## config.mk

```make
export PLATFORM = sky130hd
export DESIGN_NAME = prio_irq_ctrl
export DESIGN_NICKNAME = d
export VERILOG_FILES = /design/src/rtl/prio_irq_pkg.sv /design/src/rtl/irq_req_merge.sv /design/src/rtl/irq_pick.sv /design/src/rtl/irq_svc_track.sv /design/src/rtl/prio_irq_ctrl.sv
export SDC_FILE = /design/constraint.sdc
export NUM_CORES = 1
export LEC_CHECK = 0
export ABC_CLOCK_PERIOD_IN_PS = 10950
export CORE_ASPECT_RATIO = 0.7
export CORE_MARGIN = 3
export CORE_UTILIZATION = 40
export DETAILED_ROUTE_END_ITERATION = 10
export PLACE_DENSITY = 0.8
export SETUP_SLACK_MARGIN = 0.2
export SLEW_MARGIN = 20
export SYNTH_ARGS = -nofsm -noshare
export SYNTH_HDL_FRONTEND = slang
export SYNTH_SLANG_ARGS = --single-unit
```

## constraint.sdc

```tcl
create_clock -name clk -period 10.95 [get_ports clk]
set_input_delay 2.7375 -clock clk [delete_from_list [all_inputs] [get_ports clk]]
set_output_delay 2.7375 -clock clk [all_outputs]
set_load 0.005 [all_outputs]
```

## src/rtl/prio_irq_pkg.sv

```systemverilog
package prio_irq_pkg;
  localparam int NSRC = 6;
  localparam int LVLW = 2;
  localparam int NLVL = 1 << LVLW;
  localparam int IDXW = $clog2(NSRC);
  localparam int VECW = 16;
  localparam int VBASE = 3;
  localparam int VSTEP_SH = 3;
  localparam int LAST_SLOT = 7;

  // level from the paired priority bits, high bit most significant
  function automatic logic [LVLW-1:0] level_of(input logic hi, input logic lo);
    return {hi, lo};
  endfunction

  // vectors step by 8 from 3; the last source sits in slot 7
  function automatic logic [VECW-1:0] vector_of(input logic [IDXW-1:0] idx);
    logic [VECW-1:0] slot;
    slot = (idx == IDXW'(NSRC - 1)) ? VECW'(LAST_SLOT) : VECW'(idx);
    return VECW'(VBASE) + (slot << VSTEP_SH);
  endfunction

  // lowest level still allowed to preempt (NLVL means none)
  function automatic logic [LVLW:0] floor_of(input logic [NLVL-1:0] svc);
    logic [LVLW:0] f;
    f = '0;
    for (int k = 0; k < NLVL; k++)
      if (svc[k]) f = (LVLW + 1)'(k + 1);
    return f;
  endfunction

  // drop the highest in-service level
  function automatic logic [NLVL-1:0] top_clear(input logic [NLVL-1:0] svc);
    logic [NLVL-1:0] r;
    logic found;
    r = svc;
    found = 1'b0;
    for (int k = NLVL - 1; k >= 0; k--)
      if (!found && svc[k]) begin
        r[k] = 1'b0;
        found = 1'b1;
      end
    return r;
  endfunction
endpackage

```

## src/rtl/irq_req_merge.sv

```systemverilog
module irq_req_merge
  import prio_irq_pkg::*;
(
  input  logic            ext0_flag,
  input  logic            tmr0_flag,
  input  logic            ext1_flag,
  input  logic            tmr1_flag,
  input  logic            uart_tx_flag,
  input  logic            uart_rx_flag,
  input  logic            tmr2_ovf_flag,
  input  logic            tmr2_ext_flag,
  output logic [NSRC-1:0] raw_req
);
  assign raw_req = {tmr2_ovf_flag | tmr2_ext_flag,
                    uart_tx_flag | uart_rx_flag,
                    tmr1_flag, ext1_flag, tmr0_flag, ext0_flag};
endmodule

```

## src/rtl/irq_pick.sv

```systemverilog
module irq_pick
  import prio_irq_pkg::*;
(
  input  logic [NSRC-1:0] raw_req,
  input  logic [NSRC-1:0] src_en,
  input  logic            glb_en,
  input  logic [NSRC-1:0] prio_lo,
  input  logic [NSRC-1:0] prio_hi,
  input  logic [LVLW:0]   floor_lvl,
  output logic            win_vld,
  output logic [IDXW-1:0] win_idx,
  output logic [LVLW-1:0] win_lvl
);
  localparam int KW = 1 + LVLW + IDXW;

  // key = {valid, level, inverted index}: the largest key wins
  logic [KW-1:0] key [NSRC];
  logic [KW-1:0] best;

  for (genvar g = 0; g < NSRC; g++) begin : g_key
    logic [LVLW-1:0] lv;
    logic            ok;
    assign lv = level_of(prio_hi[g], prio_lo[g]);
    assign ok = raw_req[g] & src_en[g] & glb_en & ({1'b0, lv} >= floor_lvl);
    assign key[g] = ok ? {1'b1, lv, IDXW'(NSRC - 1 - g)} : '0;
  end

  always_comb begin
    best = '0;
    for (int i = 0; i < NSRC; i++)
      if (key[i] > best) best = key[i];
    win_vld = best[KW-1];
    win_lvl = best[KW-2 -: LVLW];
    win_idx = IDXW'(NSRC - 1) - best[IDXW-1:0];
  end
endmodule

```

## src/rtl/irq_svc_track.sv

```systemverilog
module irq_svc_track
  import prio_irq_pkg::*;
(
  input  logic            clk,
  input  logic            rst_n,
  input  logic            set_evt,
  input  logic [LVLW-1:0] set_lvl,
  input  logic            clr_evt,
  output logic [NLVL-1:0] in_svc,
  output logic [LVLW:0]   floor_lvl
);
  logic [NLVL-1:0] kept;
  logic [NLVL-1:0] added;

  assign kept  = clr_evt ? top_clear(in_svc) : in_svc;
  assign added = set_evt ? (NLVL'(1) << set_lvl) : '0;

  always_ff @(posedge clk) begin
    if (!rst_n) in_svc <= '0;
    else        in_svc <= kept | added;
  end

  assign floor_lvl = floor_of(in_svc);
endmodule

```

## src/rtl/prio_irq_ctrl.sv

```systemverilog
module prio_irq_ctrl
  import prio_irq_pkg::*;
(
  input  logic            clk,
  input  logic            rst_n,
  input  logic            ext0_flag,
  input  logic            tmr0_flag,
  input  logic            ext1_flag,
  input  logic            tmr1_flag,
  input  logic            uart_tx_flag,
  input  logic            uart_rx_flag,
  input  logic            tmr2_ovf_flag,
  input  logic            tmr2_ext_flag,
  input  logic [NSRC-1:0] src_en,
  input  logic            glb_en,
  input  logic [NSRC-1:0] prio_lo,
  input  logic [NSRC-1:0] prio_hi,
  input  logic            ack,
  input  logic            reti,
  output logic            irq_req,
  output logic [VECW-1:0] irq_vec,
  output logic [LVLW-1:0] irq_lvl,
  output logic [NLVL-1:0] in_svc,
  output logic            wake_req
);
  logic [NSRC-1:0] raw_req;
  logic [LVLW:0]   floor_lvl;
  logic            win_vld;
  logic [IDXW-1:0] win_idx;
  logic [LVLW-1:0] win_lvl;

  // named events for the checker
  logic grant_evt;
  logic retire_evt;
  logic wake_now;

  assign grant_evt  = ack & irq_req;
  assign retire_evt = reti;
  assign wake_now   = (ext0_flag & src_en[0]) | (ext1_flag & src_en[2]);

  irq_req_merge u_merge (
    .ext0_flag    (ext0_flag),
    .tmr0_flag    (tmr0_flag),
    .ext1_flag    (ext1_flag),
    .tmr1_flag    (tmr1_flag),
    .uart_tx_flag (uart_tx_flag),
    .uart_rx_flag (uart_rx_flag),
    .tmr2_ovf_flag(tmr2_ovf_flag),
    .tmr2_ext_flag(tmr2_ext_flag),
    .raw_req      (raw_req)
  );

  irq_pick u_pick (
    .raw_req  (raw_req),
    .src_en   (src_en),
    .glb_en   (glb_en),
    .prio_lo  (prio_lo),
    .prio_hi  (prio_hi),
    .floor_lvl(floor_lvl),
    .win_vld  (win_vld),
    .win_idx  (win_idx),
    .win_lvl  (win_lvl)
  );

  irq_svc_track u_track (
    .clk      (clk),
    .rst_n    (rst_n),
    .set_evt  (grant_evt),
    .set_lvl  (irq_lvl),
    .clr_evt  (retire_evt),
    .in_svc   (in_svc),
    .floor_lvl(floor_lvl)
  );

  always_ff @(posedge clk) begin
    if (!rst_n) begin
      irq_req  <= 1'b0;
      irq_vec  <= '0;
      irq_lvl  <= '0;
      wake_req <= 1'b0;
    end else begin
      // a granted offer is withdrawn so the stale pick is never re-offered
      irq_req  <= win_vld & ~grant_evt;
      irq_vec  <= vector_of(win_idx);
      irq_lvl  <= win_lvl;
      wake_req <= wake_now;
    end
  end
endmodule

```

Word level (Yosys, flattened, before mapping)

Cells that the tools add are included.

Add/sub/neg operators: 2
$lt $le $gt $ge: 12
Equality and inequality tests: 1
Shift-type cells: 1
Multiplexer cells: 25
Bitwise logic cells: 25
Reduce and logical (&&, ||, !) cells: 6

Operators with widths:

| cell                | number |
|---|---|
| $mux 6              | 12 |
| $gt 6x6->1          | 5 |
| $and 1x1->1         | 20 |
| $ge 2x3->1          | 6 |
| $mux 4              | 2 |
| $add 2x6->7 const A | 1 |
| $mux 1              | 7 |
| $gt 6x1->1 const B  | 1 |
| $mux 3              | 2 |
| $mux 2              | 2 |
| $or 4x4->4          | 1 |
| $shl 1x2->4 const A | 1 |
| $eq 3x3->1 const B  | 1 |
| $logic_and 1x1->1   | 3 |
| $logic_not 1->1     | 3 |
| $or 1x1->1          | 3 |
| $sub 3x3->3 const A | 1 |
| $not 1->1           | 1 |

Register bits: 24
Input bits: 31
Logic and storage cells: 77

Logic depth before layout (Yosys ltp)

Gate-level depths: netlist of run 1.

Depth after elaboration: 23
Gate-level depth with buffers: 39
Gate-level depth less buffers: 39

Modules after synthesis

From an unflattened synthesis of run 1, not the netlist that was laid out.

Cell total of the unflattened synthesis: 216
Area, all modules: 1,789.2 µm²

Modules (own cells, without submodules):

| module        | instances | cells each | area each (µm²) | seq. area each (µm²) |
|---|---|---|---|---|
| irq_pick      | 1         | 154        | 1,198.6         | 0.0 |
| prio_irq_ctrl | 1         | 32         | 327.8           | 160.2 |
| irq_svc_track | 1         | 24         | 220.2           | 80.1 |
| irq_req_merge | 1         | 6          | 42.5            | 0.0 |

Worst setup path before layout of run 1

No wires, ideal clock.

Path kind: input-to-reg
Start: in prio_lo[0]
End: reg irq_lvl[1]
Setup time: 0.086 ns
Arrival: 9.503 ns
Data required time: 10.864 ns
Setup slack: 1.361 ns
Stages on the path: 36
Buffers on the path: 0
Cells stage by stage: inv_1 > ha_1 > nand2b_1 > a21oi_1 > nor2_2 > nand2_1 > ha_1 > a21o_1 > a21oi_4 > a21oi_2 > or2_1 > ha_1 > and3_1 > o21ai_1 > mux2i_1 > a22oi_1 > ha_1 > a21o_1 > a21oi_1 > nand2_1 > nor3_1 > or2_1 > nor2_1 > mux2_2 > ha_1 > and3_1 > nor2b_1 > a21oi_2 > a2bb2oi_2 > a31oi_2 > mux2_2 > ha_1 > a21o_1 > a21oi_1 > a311oi_1 > a211oi_1

Longest elaborated chain between the ends: 15

RTL lines:

| item                   | RTL line            | RTL |
|---|---|---|
| start: declaration     | prio_irq_ctrl.sv:16 | `input logic [NSRC-1:0] prio_lo,` |
| $ge 2x3->1             | irq_pick.sv:24      | `assign ok = raw_req[g] & src_en[g] & glb_en & ({1'b0, lv} >= floor_lvl);` |
| $and 1x1->1            | irq_pick.sv:24      |  |
| $mux 6 *               | irq_pick.sv:25      | `assign key[g] = ok ? {1'b1, lv, IDXW'(NSRC - 1 - g)} : '0;` |
| $gt 6x1->1             | irq_pick.sv:31      | `if (key[i] > best) best = key[i];` |
| $mux 6 *               | irq_pick.sv:31      |  |
| $gt 6x6->1             | irq_pick.sv:31      |  |
| $mux 6 *               | irq_pick.sv:31      |  |
| $gt 6x6->1             | irq_pick.sv:31      |  |
| $mux 6 *               | irq_pick.sv:31      |  |
| $gt 6x6->1             | irq_pick.sv:31      |  |
| $mux 6 *               | irq_pick.sv:31      |  |
| $gt 6x6->1             | irq_pick.sv:31      |  |
| $mux 6 *               | irq_pick.sv:31      |  |
| $gt 6x6->1             | irq_pick.sv:31      |  |
| $mux 6 *               | irq_pick.sv:31      |  |
| end signal: assignment | prio_irq_ctrl.sv:85 | `irq_lvl <= win_lvl;` |
| end: declaration       | prio_irq_ctrl.sv:22 | `output logic [LVLW-1:0] irq_lvl,` |

Every way passes the cells marked *; elsewhere a longest branch is shown, timed or not.
A chain may end at the register's enable or synchronous reset.

Final worst setup path of run 1

Start: in prio_lo[0]
End: reg irq_req

Longest elaborated chain between the ends: 16

RTL lines:

| item                   | RTL line            | RTL |
|---|---|---|
| $ge 2x3->1             | irq_pick.sv:24      |  |
| $and 1x1->1            | irq_pick.sv:24      |  |
| $mux 6 *               | irq_pick.sv:25      |  |
| $gt 6x1->1             | irq_pick.sv:31      |  |
| $mux 6 *               | irq_pick.sv:31      |  |
| $gt 6x6->1             | irq_pick.sv:31      |  |
| $mux 6 *               | irq_pick.sv:31      |  |
| $gt 6x6->1             | irq_pick.sv:31      |  |
| $mux 6 *               | irq_pick.sv:31      |  |
| $gt 6x6->1             | irq_pick.sv:31      |  |
| $mux 6 *               | irq_pick.sv:31      |  |
| $gt 6x6->1             | irq_pick.sv:31      |  |
| $mux 6 *               | irq_pick.sv:31      |  |
| $gt 6x6->1             | irq_pick.sv:31      |  |
| $mux 6 *               | irq_pick.sv:31      |  |
| $and 1x1->1 *          | prio_irq_ctrl.sv:83 | `irq_req <= win_vld & ~grant_evt;` |
| end signal: assignment | prio_irq_ctrl.sv:83 |  |
| end: declaration       | prio_irq_ctrl.sv:20 | `output logic irq_req,` |

Marked as above.

==> out/summary.txt, run 1 <==
Die width -> 83.4 um
HP Class -> reg -> reg
Number of synthesized flops with an enable pin -> 0
CP bufs+invs -> 2
PwrDens -> 85.3 nW/um2
Top cells by area, synth -> ha_1 19%, dfxtp_1 14%, buf_4 5.4%, a21oi_1 4.5%, a21o_1 3.6%
Initial antenna violation count -> 0
Critical path peak fanout -> 7
H-tree depth -> 1
Startpoint Class -> input port
Post-Route WL -> 4190 um
Final Setup Violations -> 0
FFs w/ async S/R, synth -> 0
Most frequent cells in the layout -> 43 x clkdlybuf4s50_1, 25 x ha_1, 15 x inv_1
Sw Share -> 0.357
Worst Path Arrival -> 10.45 ns
Synth Cell Area -> 1680 um2
Starting Density -> 0.422
Final clock skew -> 0.00108 ns
IO Port Bufs -> 43
Hold slack final -> 0.494 ns
Synth Register Bits -> 12
Commonest non-fill, non-tap cell in the layout -> clkdlybuf4s50_1
Top_reg_cell synth -> dfxtp_1
CP most frequent cell -> ha_1
Total power -> 0.000188 W
First-pass GRT wire length -> 6890 um
Hold_buf cts -> 0
NumNets Final -> 305
FMAX -> 0.0971 GHz
Clock Tree Buf Depth -> 2
Max_slew headroom -> 0.589
Crit share post-route -> 0.940
Unrepaired setup endpoints after global routing -> false
Clock share of power -> 0.208
Setup tns final -> 0 ns
Seq pwr share -> 0.264
Die height -> 60.2 um
Final slew viol count -> 0
Worst path max stage delay -> 0.51 ns
Filler instances -> 371
Total gr overflow -> 0
Measured slew at the worst slew-check pin -> 0.615 ns
Sw power -> 0.0000671 W
Final design utilization -> 0.554
WP data required -> 11.11 ns
Vias in the first global route -> 1487
DRT Pass-1 Iters -> 4
Clk sink count -> 12
Antenna-violating nets left -> 0
Root Driver -> clkbuf_8
Core ar. -> 3970 um2
Hpwl dp -> 3490 um
Crit-path slowest cell -> clkdlybuf4s50_1
Initial DRC count -> 69
CTS tree -> done
Mapped Cells -> 202
Internal -> 0.000121 W
Drt drc -> 0
Yosys top cell by area -> ha_1
DR vias -> 1617
Yosys cell types -> 61
Clk slew on worst S/H paths -> 0.05 ns
Top cell type's share of synthesized area -> 0.187
Antenna cells -> 0
Num rows -> 19
Layout area overhead -> 31.2%
WL per Instance -> 14.0 um
Die area -> 5020 um2
Hold Violations, Final -> 0
Routed vias/inst -> 5.41
# IOs -> 55
Fin crit period -> 10.30 ns
Share of layout cells above drive strength 1 -> 0.138
Peak VDD IR -> 0.0000565 V
GRT Total Usage -> 0.169
Syn avg cell area -> 8.30 um2
MaxCap Viol Count -> 0
Pleak -> 0.953 nW
Register area share after synthesis -> 0.143
Combinational power share -> 0.528
Synth Warn # -> 0
Family with the most delay on the worst path -> compound AO/OA/AOI/OAI gates
Status -> completed
CP endpoint kind -> flip-flop
Largest net degree at the start of global routing -> 11
Routability cong. -> 0.837
Kind of critical path -> in -> reg
Num CTS Buffers -> 3
Clk_lat worst skew -> 0.24 ns
-- through the flow --
step,worst slack (ns),std cells,instance area [um2]
2_1_floorplan,1.36,212,1710
3_3_place_gp,0.357,296,2130
3_5_place_dp,0.207,296,2130
4_1_cts,0.407,299,2170
5_1_grt,0.169,299,2200
6_report,0.653,299,2200
-- synthesized netlist by cell type, types with 2 or more instances --
master,n
dfxtp_1,12
a311oi_1,2
nand4_1,2
a21o_1,8
and3_1,4
a211oi_1,3
inv_1,15
mux2i_1,2
a21oi_1,15
o21ai_1,2
or2_1,2
ha_1,25
a311o_1,2
buf_4,12
or3_1,2
nand2b_1,3
o21ai_0,5
nand2_1,14
nor3_1,4
a21oi_2,3
o211ai_1,4
nor2_1,10
mux2_2,3
and2_1,6
a22oi_1,2
nand3_1,2
o31ai_1,4
-- registers in the layout, summed over array words and instances, names as in the netlist --
| signal | flops |
|---|---|
| irq_req | 1 |
| u_track.in_svc | 4 |
| wake_req | 1 |
| irq_vec | 4 |
| irq_lvl | 2 |
-- routing by layer --
metal	share of wire	vias up	global-route usage
met2	0.44	52	0.268
met1	0.49	734	0.232
li1	-	824	-
met3	0.061	7	0.0358
met4	0.014	0	0.0490
met5	0	-	0
-- final cells by class --
type,instances,area [um2],area share
Sequential cell,12,240,0.109
Tap cell,52,65.1,0.0296
Clock buffer,3,41.3,0.0188
Multi-Input combinational cell,171,1350,0.614
Timing Repair Buffer,44,438,0.199
Inverter,17,63.8,0.0290
-- path summary, 6_finish.rpt --
path,startpoint,end,slack (ns),cells past startpoint
worst min register to register,u_track.in_svc[0],u_track.in_svc[0],0.49,2
worst min-delay path,u_track.in_svc[0],u_track.in_svc[0],0.49,2
worst max register to register,u_track.in_svc[2],irq_req,2.72,35
worst max-delay path,prio_lo[0],irq_req,0.65,36
-- worst reg2reg max path: cells and delay by family (launching register included) --
family / cells / cell delay (ns)
muxes: 3 / 1.05
and+or+nand+nor: 9 / 1.81
buffers and inverters: 1 / 0.06
AOI/OAI and AO/OA: 16 / 2.93
adders and majority gates: 6 / 1.92
DFF: 1 / 0.37
-- timing repair --
item	in CTS	in global routing
setup endpoints to repair	0	6
buffers inserted	0	0
gates resized for setup	0	7
-- power groups by stage --
stage / combinational, W / sequential [W] / clock [W]
2_1_floorplan: 0.0000658 / 0.0000505 / 0
3_3_place_gp: 0.0000931 / 0.0000503 / 0
3_5_place_dp: 0.0000949 / 0.0000504 / 0
4_1_cts: 0.0000953 / 0.0000496 / 0.0000397
5_1_grt: 0.000109 / 0.0000502 / 0.0000424
6_report: 0.0000992 / 0.0000495 / 0.0000390
-- logic make-up (layout without fill, tap and decap cells) --
kind of cell             after synthesis  after routing  share of synthesized area
other                                  1             11                    0.00224
adder cells (fa/ha/maj)               25             25                      0.187
AO/OA/AOI/OAI                         68             68                      0.329
AND/OR/NAND/NOR                       61             61                      0.206
multiplexers                           6              6                     0.0410
flip-flops                            12             12                      0.143
buffers and inverters                 29             64                     0.0918
Power figures use the tool's default switching activity.
==> run 2, diff against run 1 <==
- ABC_CLOCK_PERIOD_IN_PS: 10950 -> 10980
- PLACE_DENSITY: 0.8 -> 0.79
- SYNTH_HIERARCHICAL: default -> 1
- clock period: 10.95 -> 10.98 ns (I/O delays scaled with it)
==> out/summary.txt, run 2 <==
CP startpoint -> prio_lo[0]
Clk slew on worst S/H paths -> 0.05 ns
Hold path depth -> 2
Total gr overflow -> 0
Reg2reg path depth -> 37
Area taken by flip-flops and latches -> 240 um2
WL per Instance -> 13.2 um
CP most frequent cell -> a21o_1
Combinational power share -> 0.493
Initial antenna violation count -> 0
Routability cong. -> 0.879
CP endpoint kind -> flip-flop
Yosys top cell by area -> ha_1
Pleak -> 1.04 nW
Number of synthesized flops with an enable pin -> 0
Fin crit period -> 10.44 ns
Measured slew at the worst slew-check pin -> 0.513 ns
Worst path max stage delay -> 0.51 ns
Final clock skew -> 0.00101 ns
Crit-path slowest cell -> clkdlybuf4s50_1
IO Port Bufs -> 43
Syn avg cell area -> 8.28 um2
Top_reg_cell synth -> dfxtp_1
FFs w/ async S/R, synth -> 0
Crit share post-route -> 0.951
Status -> completed
WP data required -> 11.15 ns
Synth Register Bits -> 12
Routed vias/inst -> 5.19
Fin cells -> 310
Clock Tree Buf Depth -> 2
Hpwl dp -> 3420 um
Peak VDD IR -> 0.0000534 V
Yosys cell types -> 49
DRT Pass-1 Iters -> 4
Setup tns final -> 0 ns
Largest regs -> irq_vec (4), u_track/in_svc (4), irq_lvl (2)
Hold Violations, Final -> 0
GRT Total Usage -> 0.150
R2R Setup Slk -> 2.58 ns
FMAX -> 0.0958 GHz
Count leader, synth -> ha_1
Antenna-violating nets left -> 0
Seq pwr share -> 0.278
FF-to-FF End -> irq_vec[4]
Die width -> 85.9 um
Most frequent cells in the layout -> 43 x clkdlybuf4s50_1, 29 x ha_1, 20 x inv_1
Startpoint Class -> input port
NumNets Final -> 320
Sw power -> 0.0000578 W
Final slew viol count -> 0
Synth Cell Area -> 1790 um2
Placed cells -> 305
First-pass GRT wire length -> 6490 um
Drt drc -> 0
Die height -> 62.0 um
Multi-input gate area -> 1390 um2
Initial DRC count -> 70
Layout area overhead -> 27.2%
Max_slew headroom -> 0.657
Filler instances -> 392
HP Class -> reg -> reg
Internal -> 0.000113 W
DR vias -> 1609
Kind of critical path -> in -> reg
H-tree depth -> 1
Antenna cells -> 0
Hold_buf cts -> 0
Top cells by area, synth -> ha_1 20%, dfxtp_1 13%, buf_4 7.1%, a21o_1 4.2%, inv_1 4.2%
Critical path peak fanout -> 6
Worst reg2reg startpoint -> u_track/in_svc[2]
Synth Warn # -> 6
HP Start -> irq_lvl[0]
Top cell type's share of synthesized area -> 0.203
Vias in the first global route -> 1454
Worst Path Arrival -> 10.61 ns
# IOs -> 55
Starting Density -> 0.435
Core ar. -> 4110 um2
Unrepaired setup endpoints after global routing -> false
Post-synth top cells -> 29 x ha_1, 20 x inv_1, 17 x buf_4
CTS tree -> done
Die area -> 5320 um2
Total power -> 0.000171 W
Clk sink count -> 12
Share of layout cells above drive strength 1 -> 0.143
Sw Share -> 0.338
Mapped Cells -> 216
Clk_lat worst skew -> 0.23 ns
Root Driver -> clkbuf_8
Clock share of power -> 0.229
Num rows -> 19
Num CTS Buffers -> 3
Hold Path Sink -> u_track/in_svc[1]
Register area share after synthesis -> 0.134
Final Setup Violations -> 0
Commonest non-fill, non-tap cell in the layout -> clkdlybuf4s50_1
Post-Route WL -> 4100 um
PwrDens -> 75.1 nW/um2
Largest net degree at the start of global routing -> 14
MaxCap Viol Count -> 0
==> run 2: cell count changes after synthesis, sizes merged, moves of 4 or more <==
| cell | previous run | this run |
|---|---|---|
| a21oi | 19 | 15 |
| buf | 12 | 17 |
| ha | 25 | 29 |
| inv | 16 | 22 |
| nand2b | 4 | 9 |
| nand3 | 3 | 12 |
| o22ai | 1 | 5 |
| o31ai | 5 | 0 |
==> run 2: cell type report <==
| type | count | share of cell area |
|---|---|---|
| Timing Repair Buffer | 46 | 0.199 |
| Tap cell | 52 | 0.0286 |
| Multi-Input combinational cell | 175 | 0.612 |
| Inverter | 22 | 0.0363 |
| Clock buffer | 3 | 0.0181 |
| Sequential cell | 12 | 0.106 |
==> run 2: logic make-up (layout without fill, tap and decap cells) <==
kind of cell	Yosys count	in the layout	synth area share
adder cells (fa/ha/maj)	29	29	0.203
AND/OR/NAND/NOR	74	74	0.232
flip-flops	12	12	0.134
multiplexers	8	8	0.0511
buffers and inverters	39	71	0.117
AO/OA/AOI/OAI	53	53	0.260
other	1	11	0.00210
==> run 2: critical path: cells and delay by family <==
| kind | cells | cell delay [ns] |
|---|---|---|
| buffers and inverters | 4 | 0.72 |
| AO/OA/AOI/OAI | 17 | 3.22 |
| multiplexers | 3 | 0.95 |
| adder cells (fa/ha/maj) | 6 | 1.76 |
| AND/OR/NAND/NOR | 8 | 1.23 |
==> run 2: worst max-delay path by stage <==
stage                     slack [ns]         end  depth (start not counted)
after global routing            0.15  irq_vec[4]                         38
final                           0.54  irq_vec[4]                         38
after floorplan                 1.29  irq_lvl[1]                         36
after global placement          0.34  irq_vec[4]                         38
after detailed placement        0.17  irq_vec[4]                         38
after CTS                       0.40  irq_vec[4]                         38
==> run 2: power groups by stage <==
| stage | registers (W) | clock network (W) | logic, W |
|---|---|---|---|
| 6_report | 0.0000476 | 0.0000392 | 0.0000842 |
| 5_1_grt | 0.0000480 | 0.0000431 | 0.0000925 |
| 4_1_cts | 0.0000476 | 0.0000411 | 0.0000816 |
| 3_5_place_dp | 0.0000485 | 0 | 0.0000811 |
| 3_3_place_gp | 0.0000484 | 0 | 0.0000793 |
| 2_1_floorplan | 0.0000487 | 0 | 0.0000570 |
==> run 2: what timing repair did <==
item,CTS,global route
resized for setup,0,4
setup buffers,0,2
endpoints found under the setup margin,0,6
==> run 2: per-layer routing <==
layer | vias up | wire length (um) | global-route usage
met5 | - | 0 | 0
met4 | 0 | 0 | 0.00451
met3 | 0 | 308 | 0.0303
met2 | 56 | 1770 | 0.236
met1 | 723 | 2020 | 0.222
li1 | 830 | - | -
==> run 2: per-stage QoR <==
stage / instance area [um2] / hold WS, ns / setup WS (ns) / util
2_1_floorplan: 1830 / 0.475 / 1.29 / -
3_3_place_gp: 2200 / 0.478 / 0.343 / 0.535
3_5_place_dp: 2200 / 0.485 / 0.166 / 0.535
4_1_cts: 2240 / 0.492 / 0.404 / 0.545
5_1_grt: 2280 / 0.524 / 0.154 / 0.553
6_report: 2280 / 0.489 / 0.542 / 0.553
==> run 3, diff against run 2 <==
- PLACE_DENSITY: 0.79 -> 0.7
==> out/summary.txt, run 3 (same netlist as run 2, synthesis figures left out) <==
Peak VDD IR -> 0.0000623 V
GRT Total Usage -> 0.157
Layout area overhead -> 30.7%
Pleak -> 1.07 nW
Measured slew at the worst slew-check pin -> 0.576 ns
Initial antenna violation count -> 0
FMAX -> 0.0971 GHz
Commonest non-fill, non-tap cell in the layout -> clkdlybuf4s50_1
Worst reg2reg startpoint -> u_track/in_svc[2]
Clk slew on worst S/H paths -> 0.05 ns
CTS tree -> done
Core ar. -> 4110 um2
Die height -> 62.0 um
Antenna cells -> 0
Worst path max stage delay -> 0.51 ns
Num CTS Buffers -> 3
Post-Route WL -> 4120 um
H-tree depth -> 1
Hpwl dp -> 3350 um
Most frequent cells in the layout -> 43 x clkdlybuf4s50_1, 29 x ha_1, 20 x inv_1
Unrepaired setup endpoints after global routing -> false
NumNets Final -> 323
Setup tns final -> 0 ns
MaxCap Viol Count -> 0
DR vias -> 1561
CP endpoint kind -> flip-flop
Filler instances -> 376
Final slew viol count -> 0
Starting Density -> 0.435
Hold_buf cts -> 0
Die width -> 85.9 um
Clk sink count -> 12
Critical path peak fanout -> 6
Worst Path Arrival -> 10.48 ns
Kind of critical path -> in -> reg
Total gr overflow -> 0
Share of layout cells above drive strength 1 -> 0.160
CP most frequent cell -> a21o_1
Reg2reg path depth -> 37
Final Setup Violations -> 0
Hold path depth -> 2
Antenna-violating nets left -> 0
Root Driver -> clkbuf_8
Status -> completed
Final clock skew -> 0.00135 ns
Hold Path Sink -> u_track/in_svc[1]
Die area -> 5320 um2
Startpoint Class -> input port
DRT Pass-1 Iters -> 4
FF-to-FF End -> irq_req
WL per Instance -> 13.1 um
R2R Setup Slk -> 2.73 ns
Initial DRC count -> 67
IO Port Bufs -> 43
Routed vias/inst -> 4.97
WP data required -> 11.17 ns
Hold Violations, Final -> 0
Routability cong. -> 0.873
Final design utilization -> 0.569
Fin crit period -> 10.30 ns
# IOs -> 55
Clk_lat worst skew -> 0.25 ns
Max_slew headroom -> 0.615
HP Class -> reg -> reg
Total power -> 0.000186 W
Largest net degree at the start of global routing -> 14
Vias in the first global route -> 1459
Num rows -> 19
Clock Tree Buf Depth -> 2
First-pass GRT wire length -> 6690 um
Crit-path slowest cell -> clkdlybuf4s50_1
Crit share post-route -> 0.938
Largest regs -> irq_vec (4), u_track/in_svc (4), irq_lvl (2)
HP Start -> irq_lvl[0]
PwrDens -> 79.4 nW/um2
Drt drc -> 0
run 3: routing by layer:
metal | vias to the layer above | wire, um | global-route usage
li1 | 840 | - | -
met1 | 672 | 2120 | 0.233
met2 | 47 | 1650 | 0.235
met3 | 2 | 324 | 0.0395
met4 | 0 | 22 | 0.0203
met5 | - | 0 | 0
run 3: repair_timing:
action / CTS / global route
endpoints found under the setup margin: 0 / 6
gates resized for setup: 0 / 7
buffers inserted: 0 / 4
run 3: area by class of cell:
cell class / instances / area, um2 / share of cell area
multi-input cells: 175 / 1420 / 0.607
inverters: 22 / 82.6 / 0.0353
well taps: 52 / 65.1 / 0.0278
repair buffers: 49 / 475 / 0.203
clock buffers: 4 / 55.1 / 0.0235
flip-flops and latches: 12 / 240 / 0.103
run 3: through the flow:
stage,cells,cell area (um2),worst slack (ns),hold slack [ns]
floorplan,226,1830,1.29,0.475
global placement,306,2210,0.336,0.476
detailed placement,306,2210,0.251,0.480
CTS,310,2260,0.487,0.487
global route,314,2340,0.167,0.519
finish,314,2340,0.685,0.485
run 3: how the worst max path moves through the flow:
stage                    start         end  slack, ns
detailed placement  prio_lo[0]  irq_vec[4]       0.25
CTS                 prio_lo[0]  irq_vec[4]       0.49
finish              prio_lo[0]     irq_req       0.68
global placement    prio_lo[0]  irq_lvl[1]       0.34
floorplan           prio_lo[0]  irq_lvl[1]       1.29
global route        prio_lo[0]     irq_req       0.17
run 3: worst max-delay path, delay by kind of cell:
kind | cells | cell delay [ns]
simple gates | 8 | 1.04
buf+inv | 4 | 0.75
fa+ha+maj | 6 | 1.75
mux | 4 | 1.17
compound gates | 16 | 3.03
run 3: power by group:
part | internal, W | switching, W
Clock | 0.0000317 | 0.0000170
Sequential | 0.0000464 | 0.00000131
Combinational | 0.0000457 | 0.0000436
Total | 0.000124 | 0.0000619
